--- src/rtl/cmd_seq_pkg.sv ---
package cmd_seq_pkg;
  typedef enum logic [1:0] {
    CMD_NONE   = 2'd0,
    CMD_STORE  = 2'd1,
    CMD_RECALL = 2'd2
  } cmd_t;
endpackage

--- src/rtl/cmd_edge_detect.sv ---
module cmd_edge_detect (
  input  logic clk,
  input  logic rst,
  input  logic ce_n,
  input  logic busy,
  output logic strobe
);
  logic ce_q;

  // previous sample of chip enable; reset to deasserted so no false edge
  always_ff @(posedge clk) begin
    if (rst) ce_q <= 1'b1;
    else     ce_q <= ce_n;
  end

  assign strobe = ce_q & ~ce_n & ~busy;
endmodule

--- src/rtl/cmd_pattern_match.sv ---
module cmd_pattern_match #(
  parameter int ADDR_W = 13,
  parameter int PRE_LEN = 5,
  parameter logic [PRE_LEN*ADDR_W-1:0] PRE_SEQ = '0,
  parameter logic [ADDR_W-1:0] STORE_ADDR = '0,
  parameter logic [ADDR_W-1:0] RECALL_ADDR = '0
) (
  input  logic [ADDR_W-1:0]  addr,
  output logic [PRE_LEN-1:0] hit_pre,
  output logic               hit_store,
  output logic               hit_recall
);
  for (genvar i = 0; i < PRE_LEN; i++) begin : g_cmp
    assign hit_pre[i] = (addr == PRE_SEQ[i*ADDR_W +: ADDR_W]);
  end

  assign hit_store  = (addr == STORE_ADDR);
  assign hit_recall = (addr == RECALL_ADDR);
endmodule

--- src/rtl/cmd_seq_tracker.sv ---
module cmd_seq_tracker
  import cmd_seq_pkg::*;
#(
  parameter int PRE_LEN = 5,
  localparam int STEP_W = $clog2(PRE_LEN + 1)
) (
  input  logic               clk,
  input  logic               rst,
  input  logic               strobe,
  input  logic               is_read,
  input  logic               busy,
  input  logic [PRE_LEN-1:0] hit_pre,
  input  logic               hit_store,
  input  logic               hit_recall,
  output logic               store_req,
  output logic               recall_req
);
  localparam logic [STEP_W-1:0] LAST = STEP_W'(PRE_LEN);
  localparam logic [STEP_W-1:0] ONE  = STEP_W'(1);

  logic [STEP_W-1:0] step, step_nx;
  cmd_t              cmd_nx;
  logic              expect_hit;

  always_comb begin
    expect_hit = 1'b0;
    for (int i = 0; i < PRE_LEN; i++)
      if (step == STEP_W'(i)) expect_hit = hit_pre[i];
  end

  always_comb begin
    step_nx = step;
    cmd_nx  = CMD_NONE;
    if (busy) begin
      step_nx = '0;
    end else if (strobe) begin
      if (!is_read) begin
        step_nx = '0;
      end else if (step == LAST) begin
        if (hit_store) begin
          cmd_nx  = CMD_STORE;
          step_nx = '0;
        end else if (hit_recall) begin
          cmd_nx  = CMD_RECALL;
          step_nx = '0;
        end else begin
          step_nx = hit_pre[0] ? ONE : '0;
        end
      end else if (expect_hit) begin
        step_nx = step + ONE;
      end else begin
        // a cancelling read of the first address opens a new attempt
        step_nx = hit_pre[0] ? ONE : '0;
      end
    end
  end

  always_ff @(posedge clk) begin
    if (rst) begin
      step       <= '0;
      store_req  <= 1'b0;
      recall_req <= 1'b0;
    end else begin
      step       <= step_nx;
      store_req  <= (cmd_nx == CMD_STORE);
      recall_req <= (cmd_nx == CMD_RECALL);
    end
  end
endmodule

--- src/rtl/cmd_seq_detect.sv ---
module cmd_seq_detect #(
  parameter int ADDR_W = 13,
  parameter int PRE_LEN = 5,
  parameter logic [PRE_LEN*ADDR_W-1:0] PRE_SEQ =
    {13'h10F0, 13'h1FFF, 13'h0AAA, 13'h1555, 13'h0000},
  parameter logic [ADDR_W-1:0] STORE_ADDR  = 13'h0F0F,
  parameter logic [ADDR_W-1:0] RECALL_ADDR = 13'h0F0E
) (
  input  logic              clk,
  input  logic              rst,
  input  logic              ce_n,
  input  logic              we_n,
  input  logic [ADDR_W-1:0] addr,
  input  logic              busy,
  output logic              store_req,
  output logic              recall_req
);
  logic               strobe;
  logic [PRE_LEN-1:0] hit_pre;
  logic               hit_store, hit_recall;

  cmd_edge_detect u_edge (
    .clk    (clk),
    .rst    (rst),
    .ce_n   (ce_n),
    .busy   (busy),
    .strobe (strobe)
  );

  cmd_pattern_match #(
    .ADDR_W      (ADDR_W),
    .PRE_LEN     (PRE_LEN),
    .PRE_SEQ     (PRE_SEQ),
    .STORE_ADDR  (STORE_ADDR),
    .RECALL_ADDR (RECALL_ADDR)
  ) u_match (
    .addr       (addr),
    .hit_pre    (hit_pre),
    .hit_store  (hit_store),
    .hit_recall (hit_recall)
  );

  cmd_seq_tracker #(
    .PRE_LEN (PRE_LEN)
  ) u_track (
    .clk        (clk),
    .rst        (rst),
    .strobe     (strobe),
    .is_read    (we_n),
    .busy       (busy),
    .hit_pre    (hit_pre),
    .hit_store  (hit_store),
    .hit_recall (hit_recall),
    .store_req  (store_req),
    .recall_req (recall_req)
  );
endmodule

--- config.mk ---
export PLATFORM = sky130hd
export DESIGN_NAME = cmd_seq_detect
export DESIGN_NICKNAME = d
export VERILOG_FILES = /design/src/rtl/cmd_seq_pkg.sv /design/src/rtl/cmd_edge_detect.sv /design/src/rtl/cmd_pattern_match.sv /design/src/rtl/cmd_seq_tracker.sv /design/src/rtl/cmd_seq_detect.sv
export SDC_FILE = /design/constraint.sdc
export NUM_CORES = 1
export LEC_CHECK = 0
export BUFFER_PORTS_ARGS = -buffer_cell sky130_fd_sc_hd__clkbuf_2
export CORE_UTILIZATION = 43
export CTS_BUF_LIST = sky130_fd_sc_hd__clkbuf_16
export DETAILED_ROUTE_END_ITERATION = 10
export GPL_TIMING_DRIVEN = 0
export MAX_ROUTING_LAYER = met4
export PLACE_DENSITY = 0.73
export SETUP_SLACK_MARGIN = 0.05
export SLEW_MARGIN = 20
export SYNTH_ARGS = -nofsm -noshare
export SYNTH_HDL_FRONTEND = slang
export SYNTH_SLANG_ARGS = --single-unit
--- constraint.sdc ---
create_clock -name clk -period 1.6 [get_ports clk]
set_input_delay 0.32 -clock clk [delete_from_list [all_inputs] [get_ports clk]]
set_output_delay 0.32 -clock clk [all_outputs]
set_load 0.1 [all_outputs]
==> results by group, run 1 <==
Run status
  – Outcome: finished clean

Synth
  – Largest cells by area after synthesis: dfxtp_1, ha_1, and4_1
  – Mapped Area: 583 µm²
  – Top post-synthesis cells by count: dfxtp_1, nand2_1, nor2_1
  – Yosys reg bits: 6
  – Ys Warns: 0
  – Syn Nets: 96
  – Most common flop cell mapped by yosys: dfxtp_1
  – Syn_area_per_cell: 7.99 µm²
  – Synth unique cells: 34
  – Post-synthesis sequential area ratio: 20.6%
  – Syn Inst Count: 73
  – Area leader, netlist: dfxtp_1
  – Post-synth top area share: 20.6%
  – Post-synth EDFFs: 0
  – Async SR Flop Fraction: 0%

Critical path
  – R2R setup slack: 0.007 ns
  – CP Data Arrival Time: 1.70 ns
  – Worst R2R End: u_track.step[1]
  – R2R Path Start: u_track.step[1]
  – CP Capture Type: flip-flop
  – WP data required: 1.71 ns
  – FF-to-FF path depth: 7
  – Crit-path max FO: 4
  – Startpoint Class: flip-flop
  – Type of the worst setup path: reg -> reg

Route
  – ANT nets after route: 0
  – DRC errors left: 0
  – Drt first pass iters: 4
  – DRT iter0 DRCs: 11
  – Final WL: 1.63 mm
  – Avg WL per Cell: 14.6 µm
  – Vias per inst: 6.04
  – Vias post-DR: 677

Power and ir drop
  – Clk pwr share: 65.2%
  – P per Cell Area: 673 mW/mm²
  – Static leakage: 0.000361 µW
  – Int Power: 497 µW
  – Sequential power share: 24.0%
  – Tot Pwr: 620 µW
  – Combinational share of power: 10.8%
  – Switch share: 19.9%
  – VDD IR max: 0.573 mV
  – NetSw: 123 µW

Timing
  – Max frequency: 0.628 GHz
  – Worst slew margin: 64.2%
  – Setup TNS: 0 ns
  – RSZ-0062 raised after global routing: true
  – Least-Margin Pin Slew: 0.540 ns
  – Final Hold Viols: 0
  – Slew Limit Fails: 0
  – Minimum period implied by the final worst setup slack: 1.59 ns
  – Final setup vio count: 0
  – Period utilization: 99.5%
  – Clk_skew: 0.00163 ns

Floorplanning
  – Die height: 38.8 µm
  – Die area: 0.00151 mm²
  – Core footprint: 0.00119 mm²
  – # IOs: 20
  – Rows: 12
  – Die X: 38.8 µm
  – Initial Util: 49.2%

Clock network
  – Clock sinks: 6
  – Hold-fix buffers, CTS: 0
  – Clock Pin Slew Worst Setup and Hold Paths: 0.03 ns
  – TritonCTS clock tree: built
  – Clock buffer depth: 2
  – Clock Latency Late Sink: 0.23 ns
  – Cts bufs inserted: 3
  – H-tree levels: 1
  – Clk root buf: clkbuf_16

Global routing
  – Pin count of the biggest net entering global routing: 10
  – Global-route wire length before repair: 2.28 mm
  – Tot GR Track Use: 23.2%
  – Overflow after GRT: 0
  – Number of global-route vias before repair: 563
  – Initial antenna violation count: 0

Placed design
  – Placed Cells incl. Taps: 106
  – Post-DP HPWL: 1.09 mm
  – Port Buffers: 19
  – Gpl congestion: 0.849

Min path
  – Worst Hold End: u_edge.ce_q
  – Worst Hold Class: in -> reg
  – Worst hold path depth: 2
  – Hold_sp: ce_n

Final layout
  – Number of diodes: 0
  – Area growth from synthesis to layout: 57.9%
  – Fillers: 73
  – Multi-input logic area: 554 µm²
  – Register area: 129 µm²
  – Final #Nets: 123
  – Fin cells: 112
  – Ratio of cells with drive above 1 in the final layout: 50.0%

Run
  – Max-Cap Viols: 0
layout make-up:
type | instances | area share, %
sequential | 6 | 14.0
multi-input combinational | 62 | 60.2
inverter | 4 | 2.17
clock buffer | 3 | 8.15
timing repair buffer | 23 | 13.6
tap | 14 | 1.90
worst max path at each step:
stage	start	endpoint	slack, ns	depth (start not counted)
2_1_floorplan	addr[2]	u_track.step[0]	0.04	5
3_3_place_gp	addr[2]	u_track.step[2]	-0.18	6
3_5_place_dp	addr[2]	u_track.step[2]	-0.21	6
4_1_cts	u_track.step[0]	u_track.step[0]	0.006	7
5_1_grt	u_track.step[1]	u_track.step[1]	-0.04	7
6_report	u_track.step[1]	u_track.step[1]	0.007	7
metrics by stage:
stage / util, % / hold WS (ns) / cell area (µm²) / setup slack [ns]
global placement: 60.2 / 0.493 / 714 / -0.184
global route: 77.6 / 0.309 / 921 / -0.0434
finish: 77.6 / 0.310 / 921 / 0.00725
CTS: 71.2 / 0.307 / 845 / 0.00598
floorplan: - / 0.392 / 602 / 0.0353
detailed placement: 60.2 / 0.505 / 714 / -0.209
cells in the final DEF (no fill, tap or decap), types with 2 or more instances in the layout:
cell type,Yosys,routed
nor2_1,6,6
ha_1,5,2
a21oi_1,5,5
nand2_1,6,5
inv_4,0,2
inv_1,4,2
dfxtp_4,0,2
clkbuf_2,0,19
o21ai_1,3,2
nor3_1,2,2
buf_4,0,4
dfxtp_1,6,3
and2_1,2,2
ha_4,0,3
clkbuf_16,0,3
nand4_1,4,4
nand3_1,3,3
and4_1,3,3
worst max-delay path, cell delays in order (launching register included):
cell and delay (ns):
dfxtp_4 0.37, inv_4 0.05, ha_4 0.16, nor4b_4 0.13, a41oi_2 0.22, o21ai_2 0.10, a211oi_2 0.32, o21ai_1 0.11
power by group through the flow:
stage,sequential [µW],combinational (µW),clock (µW)
CTS,151,59.0,413
global route,149,70.9,423
floorplan,154,20.5,0
global placement,154,54.8,0
finish,149,66.8,404
detailed placement,154,56.6,0
sequential cells by signal, summed over array words and instances (netlist names):
register	flops
u_track.recall_req	1
u_track.step	3
u_track.store_req	1
u_edge.ce_q	1
kinds of logic after synthesis:
kind of cell	Yosys count	share of synthesized area [%]
adders and majority gates	5	10.7
AOI/OAI and AO/OA	16	21.5
DFF	6	20.6
muxes	1	1.72
buffers and inverters	5	3.22
and+or+nand+nor	40	42.3
repair_timing:
item	4_1_cts	5_1_grt
setup buffers	3	1
gates resized for setup	9	12
setup endpoints to repair	3	3
pin swaps	6	8
metal layers:
layer / track usage, % / vias to the layer above / wire length (µm)
met5: - / - / 0
met4: 7.76 / 0 / 31
met3: 8.67 / 6 / 110
met2: 40.4 / 30 / 845
met1: 23.8 / 306 / 644
li1: - / 335 / -
Note: power is estimated with default switching activity, not from simulation.
==> inputs of run 2 (changes only) <==
Settings changed: SETUP_SLACK_MARGIN 0.05 to not set.
==> run 2 against run 1 <==
Against the previous run:
- the run now ends with negative setup slack left
- utilization decreased by 0.84 points
- flip-flop and latch count stayed put
- via count grew 5.8%
- power fell by 0.88%
- worst setup slack worse by 0.039 ns
- worst hold slack improved by 0.0058 ns
- largest power group unchanged
- critical path type unchanged
- non-clock buffer count up 2
- count of clock-buffer cells in the layout unchanged
- sequential power is essentially flat
==> results by group, run 2 (synthesis gave the netlist of run 1 again) <==
Clock network
  – Clock buffer depth: 2
  – H-tree levels: 1
  – Clock Latency Late Sink: 0.23 ns
  – Clock sinks: 6
  – Clock Pin Slew Worst Setup and Hold Paths: 0.03 ns
  – TritonCTS clock tree: built
  – Clk root buf: clkbuf_16
  – Cts bufs inserted: 3

Final layout
  – Design area: 911 µm²
  – Register area: 126 µm²
  – Fin cells: 114
  – Commonest non-fill, non-tap cell in the layout: clkbuf_2
  – Most frequent cells in the layout: clkbuf_2, nor2_1, buf_4, nand2_1, a21oi_1
  – Multi-input logic area: 534 µm²
  – Final #Nets: 125
  – Max reg flops: 3
  – Fillers: 86
  – Number of diodes: 0
  – Ratio of cells with drive above 1 in the final layout: 50.0%
  – Area growth from synthesis to layout: 56.2%
  – Final Util: 76.8%
  – Biggest register: u_track.step

Run status
  – Outcome: finished with violations
  – Failing checks: negative setup slack

Critical path
  – Crit-path max FO: 4
  – CP Data Arrival Time: 1.74 ns
  – CP Capture Type: flip-flop
  – WP data required: 1.71 ns
  – Startpoint Class: flip-flop
  – FF-to-FF path depth: 7
  – Type of the worst setup path: reg -> reg

Route
  – Vias post-DR: 716
  – DRC errors left: 0
  – Vias per inst: 6.28
  – Avg WL per Cell: 14.6 µm
  – DRT iter0 DRCs: 16
  – Final WL: 1.67 mm
  – ANT nets after route: 0
  – Drt first pass iters: 4

Floorplanning
  – Die X: 38.8 µm
  – Die area: 0.00151 mm²
  – Initial Util: 49.2%
  – # IOs: 20
  – Die height: 38.8 µm
  – Rows: 12
  – Core footprint: 0.00119 mm²

Global routing
  – Overflow after GRT: 0
  – Global-route wire length before repair: 2.33 mm
  – Initial antenna violation count: 0
  – Number of global-route vias before repair: 595
  – Pin count of the biggest net entering global routing: 10
  – Tot GR Track Use: 23.3%

Min path
  – Worst Hold Class: in -> reg
  – Worst hold path depth: 2

Power and ir drop
  – Combinational share of power: 10.7%
  – Switch share: 19.0%
  – Int Power: 498 µW
  – VDD IR max: 0.961 mV
  – Sequential power share: 24.5%
  – P per Cell Area: 675 mW/mm²
  – Static leakage: 0.000358 µW
  – NetSw: 117 µW
  – Clk pwr share: 64.8%

Placed design
  – Pre-CTS WS: -0.238 ns
  – DP Area: 699 µm²
  – Post-DP HPWL: 1.08 mm
  – Placed Cells incl. Taps: 106
  – Gpl congestion: 0.848
  – Port Buffers: 19

Timing
  – Period utilization: 102%
  – Slew Limit Fails: 0
  – Final setup vio count: 2
  – Max frequency: 0.613 GHz
  – Fin Hold WS: 0.315 ns
  – Worst slew margin: 64.3%
  – Final Hold Viols: 0
  – Final Worst Setup Slack: -0.0317 ns
  – RSZ-0062 raised after global routing: true
  – Least-Margin Pin Slew: 0.538 ns
  – Minimum period implied by the final worst setup slack: 1.63 ns
  – Clk_skew: 0.000301 ns

Run
  – Max-Cap Viols: 0
==> run 2: power groups by stage <==
stage               clock (µW)  sequential [µW]  combinational, µW
floorplan                    0              154               20.5
global placement             0              154               54.9
detailed placement           0              154               56.5
CTS                        405              151               57.5
global route               414              151               70.0
finish                     398              151               65.5
==> run 2: critical path, cell delays in order (launching register included) <==
cell and delay [ns]:
dfxtp_4 0.37, inv_4 0.05, ha_4 0.15, and4_1 0.21
and4b_1 0.25, a21bo_2 0.21, o31ai_2 0.20, o21ai_1 0.08
==> run 2: repair_timing <==
| action | CTS | global route |
|---|---|---|
| pin swaps | 5 | 6 |
| gates resized for setup | 8 | 12 |
| buffers inserted | 3 | 3 |
| setup endpoints to repair | 3 | 3 |
| hold buffers | 0 | 0 |
==> run 2: stage by stage <==
stage                     total power (µW)  TNS, ns
after floorplan                        175        0
after global placement                 209   -0.524
after detailed placement               211   -0.626
after CTS                              613        0
after global routing                   634   -0.174
final                                  615  -0.0333
==> run 2: final cells by class <==
type,instances,share of cell area [%]
Multi-Input combinational cell,62,58.7
Timing Repair Buffer,25,15.4
Sequential cell,6,13.9
Clock buffer,3,8.24
Inverter,4,1.92
Tap cell,14,1.92
==> run 2: routing by layer <==
layer / global-route usage (%) / vias up / routed length, µm
met3: 10.4 / 8 / 110
met1: 25.3 / 338 / 711
met2: 40.0 / 34 / 806
met5: - / - / 0
met4: 2.59 / 0 / 41
li1: - / 336 / -
==> run 2: final timing paths <==
path	start	endpoint	slack, ns
worst max register to register	u_track.step[0]	u_track.step[0]	-0.03
worst max-delay path	u_track.step[0]	u_track.step[0]	-0.03
worst min-delay path	ce_n	u_edge.ce_q	0.32
worst min register to register	u_track.step[1]	u_track.step[1]	0.47
==> inputs of run 3 (changes only) <==
Settings changed: CTS_BUF_LIST sky130_fd_sc_hd__clkbuf_16 to not set.
==> run 3 against run 2 <==
Against the previous run:
- the run still ends with negative setup slack left
- combinational power shrank 3.8%
- count of clock-buffer cells in the layout is the same
- fmax shrank 0.43%
- flip-flop and latch count is the same
- utilization shrank 4.9 points
- largest cell class unchanged
- highest routed layer is now met3
==> results by group, run 3 (synthesis gave the netlist of run 1 again) <==
Run status
  – Outcome: finished with violations
  – Failing checks: negative setup slack

Final layout
  – Area growth from synthesis to layout: 46.4%
  – Max reg flops: 3
  – Final #Nets: 125
  – Design area: 853 µm²
  – Most frequent cells in the layout: clkbuf_2, nor2_1, buf_4, nand2_1, a21oi_1
  – Biggest register: u_track.step
  – Number of diodes: 0
  – Ratio of cells with drive above 1 in the final layout: 50.0%
  – Commonest non-fill, non-tap cell in the layout: clkbuf_2
  – Final Util: 71.9%

Critical path
  – CP Data Arrival Time: 1.79 ns
  – Type of the worst setup path: in -> reg
  – Startpoint Class: input port
  – Crit path launch: addr[2]
  – Crit-path max FO: 4
  – WP data required: 1.75 ns
  – CP Capture Type: flip-flop
  – R2R Path Start: u_track.step[0]

Timing
  – Final Hold Viols: 0
  – Worst slew margin: 64.4%
  – Max frequency: 0.610 GHz
  – Setup TNS: -0.0671 ns
  – Period utilization: 102%
  – Minimum period implied by the final worst setup slack: 1.64 ns
  – Final Worst Setup Slack: -0.0388 ns
  – RSZ-0062 raised after global routing: true
  – Fin Hold WS: 0.299 ns
  – Least-Margin Pin Slew: 0.536 ns
  – Final setup vio count: 3
  – Clk_skew: 0.000190 ns
  – Slew Limit Fails: 0

Global routing
  – Global-route wire length before repair: 2.33 mm
  – Initial antenna violation count: 0
  – Number of global-route vias before repair: 599
  – Tot GR Track Use: 23.5%
  – Pin count of the biggest net entering global routing: 10
  – Overflow after GRT: 0

Placed design
  – Pre-CTS WS: -0.238 ns
  – Post-DP HPWL: 1.08 mm
  – DP Area: 699 µm²
  – Port Buffers: 19
  – Gpl congestion: 0.848

Route
  – Vias per inst: 5.95
  – Drt first pass iters: 4
  – ANT nets after route: 0
  – Vias post-DR: 678
  – Avg WL per Cell: 14.3 µm
  – DRC errors left: 0
  – Final WL: 1.63 mm
  – DRT iter0 DRCs: 16

Clock network
  – Clock Pin Slew Worst Setup and Hold Paths: 0.04 ns
  – Clk root buf: clkbuf_4
  – Clock buffer depth: 2
  – Cts bufs inserted: 3
  – Clock sinks: 6
  – H-tree levels: 1
  – TritonCTS clock tree: built
  – Clock Latency Late Sink: 0.24 ns

Run
  – Max-Cap Viols: 0

Floorplanning
  – Die area: 0.00151 mm²
  – Rows: 12
  – Core footprint: 0.00119 mm²
  – # IOs: 20
  – Initial Util: 49.2%
  – Die X: 38.8 µm
  – Die height: 38.8 µm

Min path
  – Hold_sp: ce_n
  – Worst Hold Class: in -> reg

Power and ir drop
  – Static leakage: 0.000334 µW
  – VDD IR max: 0.414 mV
  – P per Cell Area: 409 mW/mm²
## run 3: cell counts in the layout (fill, tap and decap cells not counted)
No cell type changed its count.
## run 3: layout make-up
| type | count | area [µm²] |
|---|---|---|
| Multi-Input combinational cell | 62 | 529 |
| Sequential cell | 6 | 126 |
| Timing Repair Buffer | 25 | 140 |
| Tap cell | 14 | 17.5 |
| Fill cell | 96 | 333 |
| Clock buffer | 3 | 22.5 |
| Inverter | 4 | 17.5 |
## run 3: path summary, 6_finish.rpt
kind	slack [ns]	depth (start not counted)	endpoint
worst max register to register	-0.02	7	u_track.step[2]
worst min-delay path	0.30	2	u_edge.ce_q
worst max-delay path	-0.04	6	u_track.step[2]
worst min register to register	0.47	2	u_track.step[1]
## run 3: worst max-delay path, cell delays in order
cell and delay [ns]:
clkbuf_2 0.11, or4_4 0.55, o41ai_4 0.25, and2_1 0.21, a211oi_2 0.09, o31ai_2 0.25
## run 3: metrics by stage
| stage | power [µW] | cells |
|---|---|---|
| 3_5_place_dp | 211 | 106 |
| 5_1_grt | 371 | 114 |
| 2_1_floorplan | 175 | 73 |
| 6_report | 349 | 114 |
| 3_3_place_gp | 209 | 106 |
| 4_1_cts | 352 | 111 |
## run 3: metal layers
| metal | GRT usage (%) | wire, µm | vias to the layer above |
|---|---|---|---|
| met5 | - | 0 | - |
| li1 | - | - | 336 |
| met3 | 11.0 | 88 | 0 |
| met2 | 39.2 | 834 | 23 |
| met4 | 5.17 | 0 | 0 |
| met1 | 25.3 | 707 | 319 |
## run 3: what timing repair did
action,in CTS,in global routing
hold buffers,0,0
resized for setup,9,11
setup buffers,3,3
setup endpoints to repair,3,3
hold endpoints to repair,0,0
pin swaps,5,6
## run 3: power by group
| group | internal, µW | total [µW] | switching, µW |
|---|---|---|---|
| logic | 27.0 | 63.0 | 36.0 |
| registers | 150 | 150 | 0.382 |
| clock network | 84.6 | 136 | 51.4 |
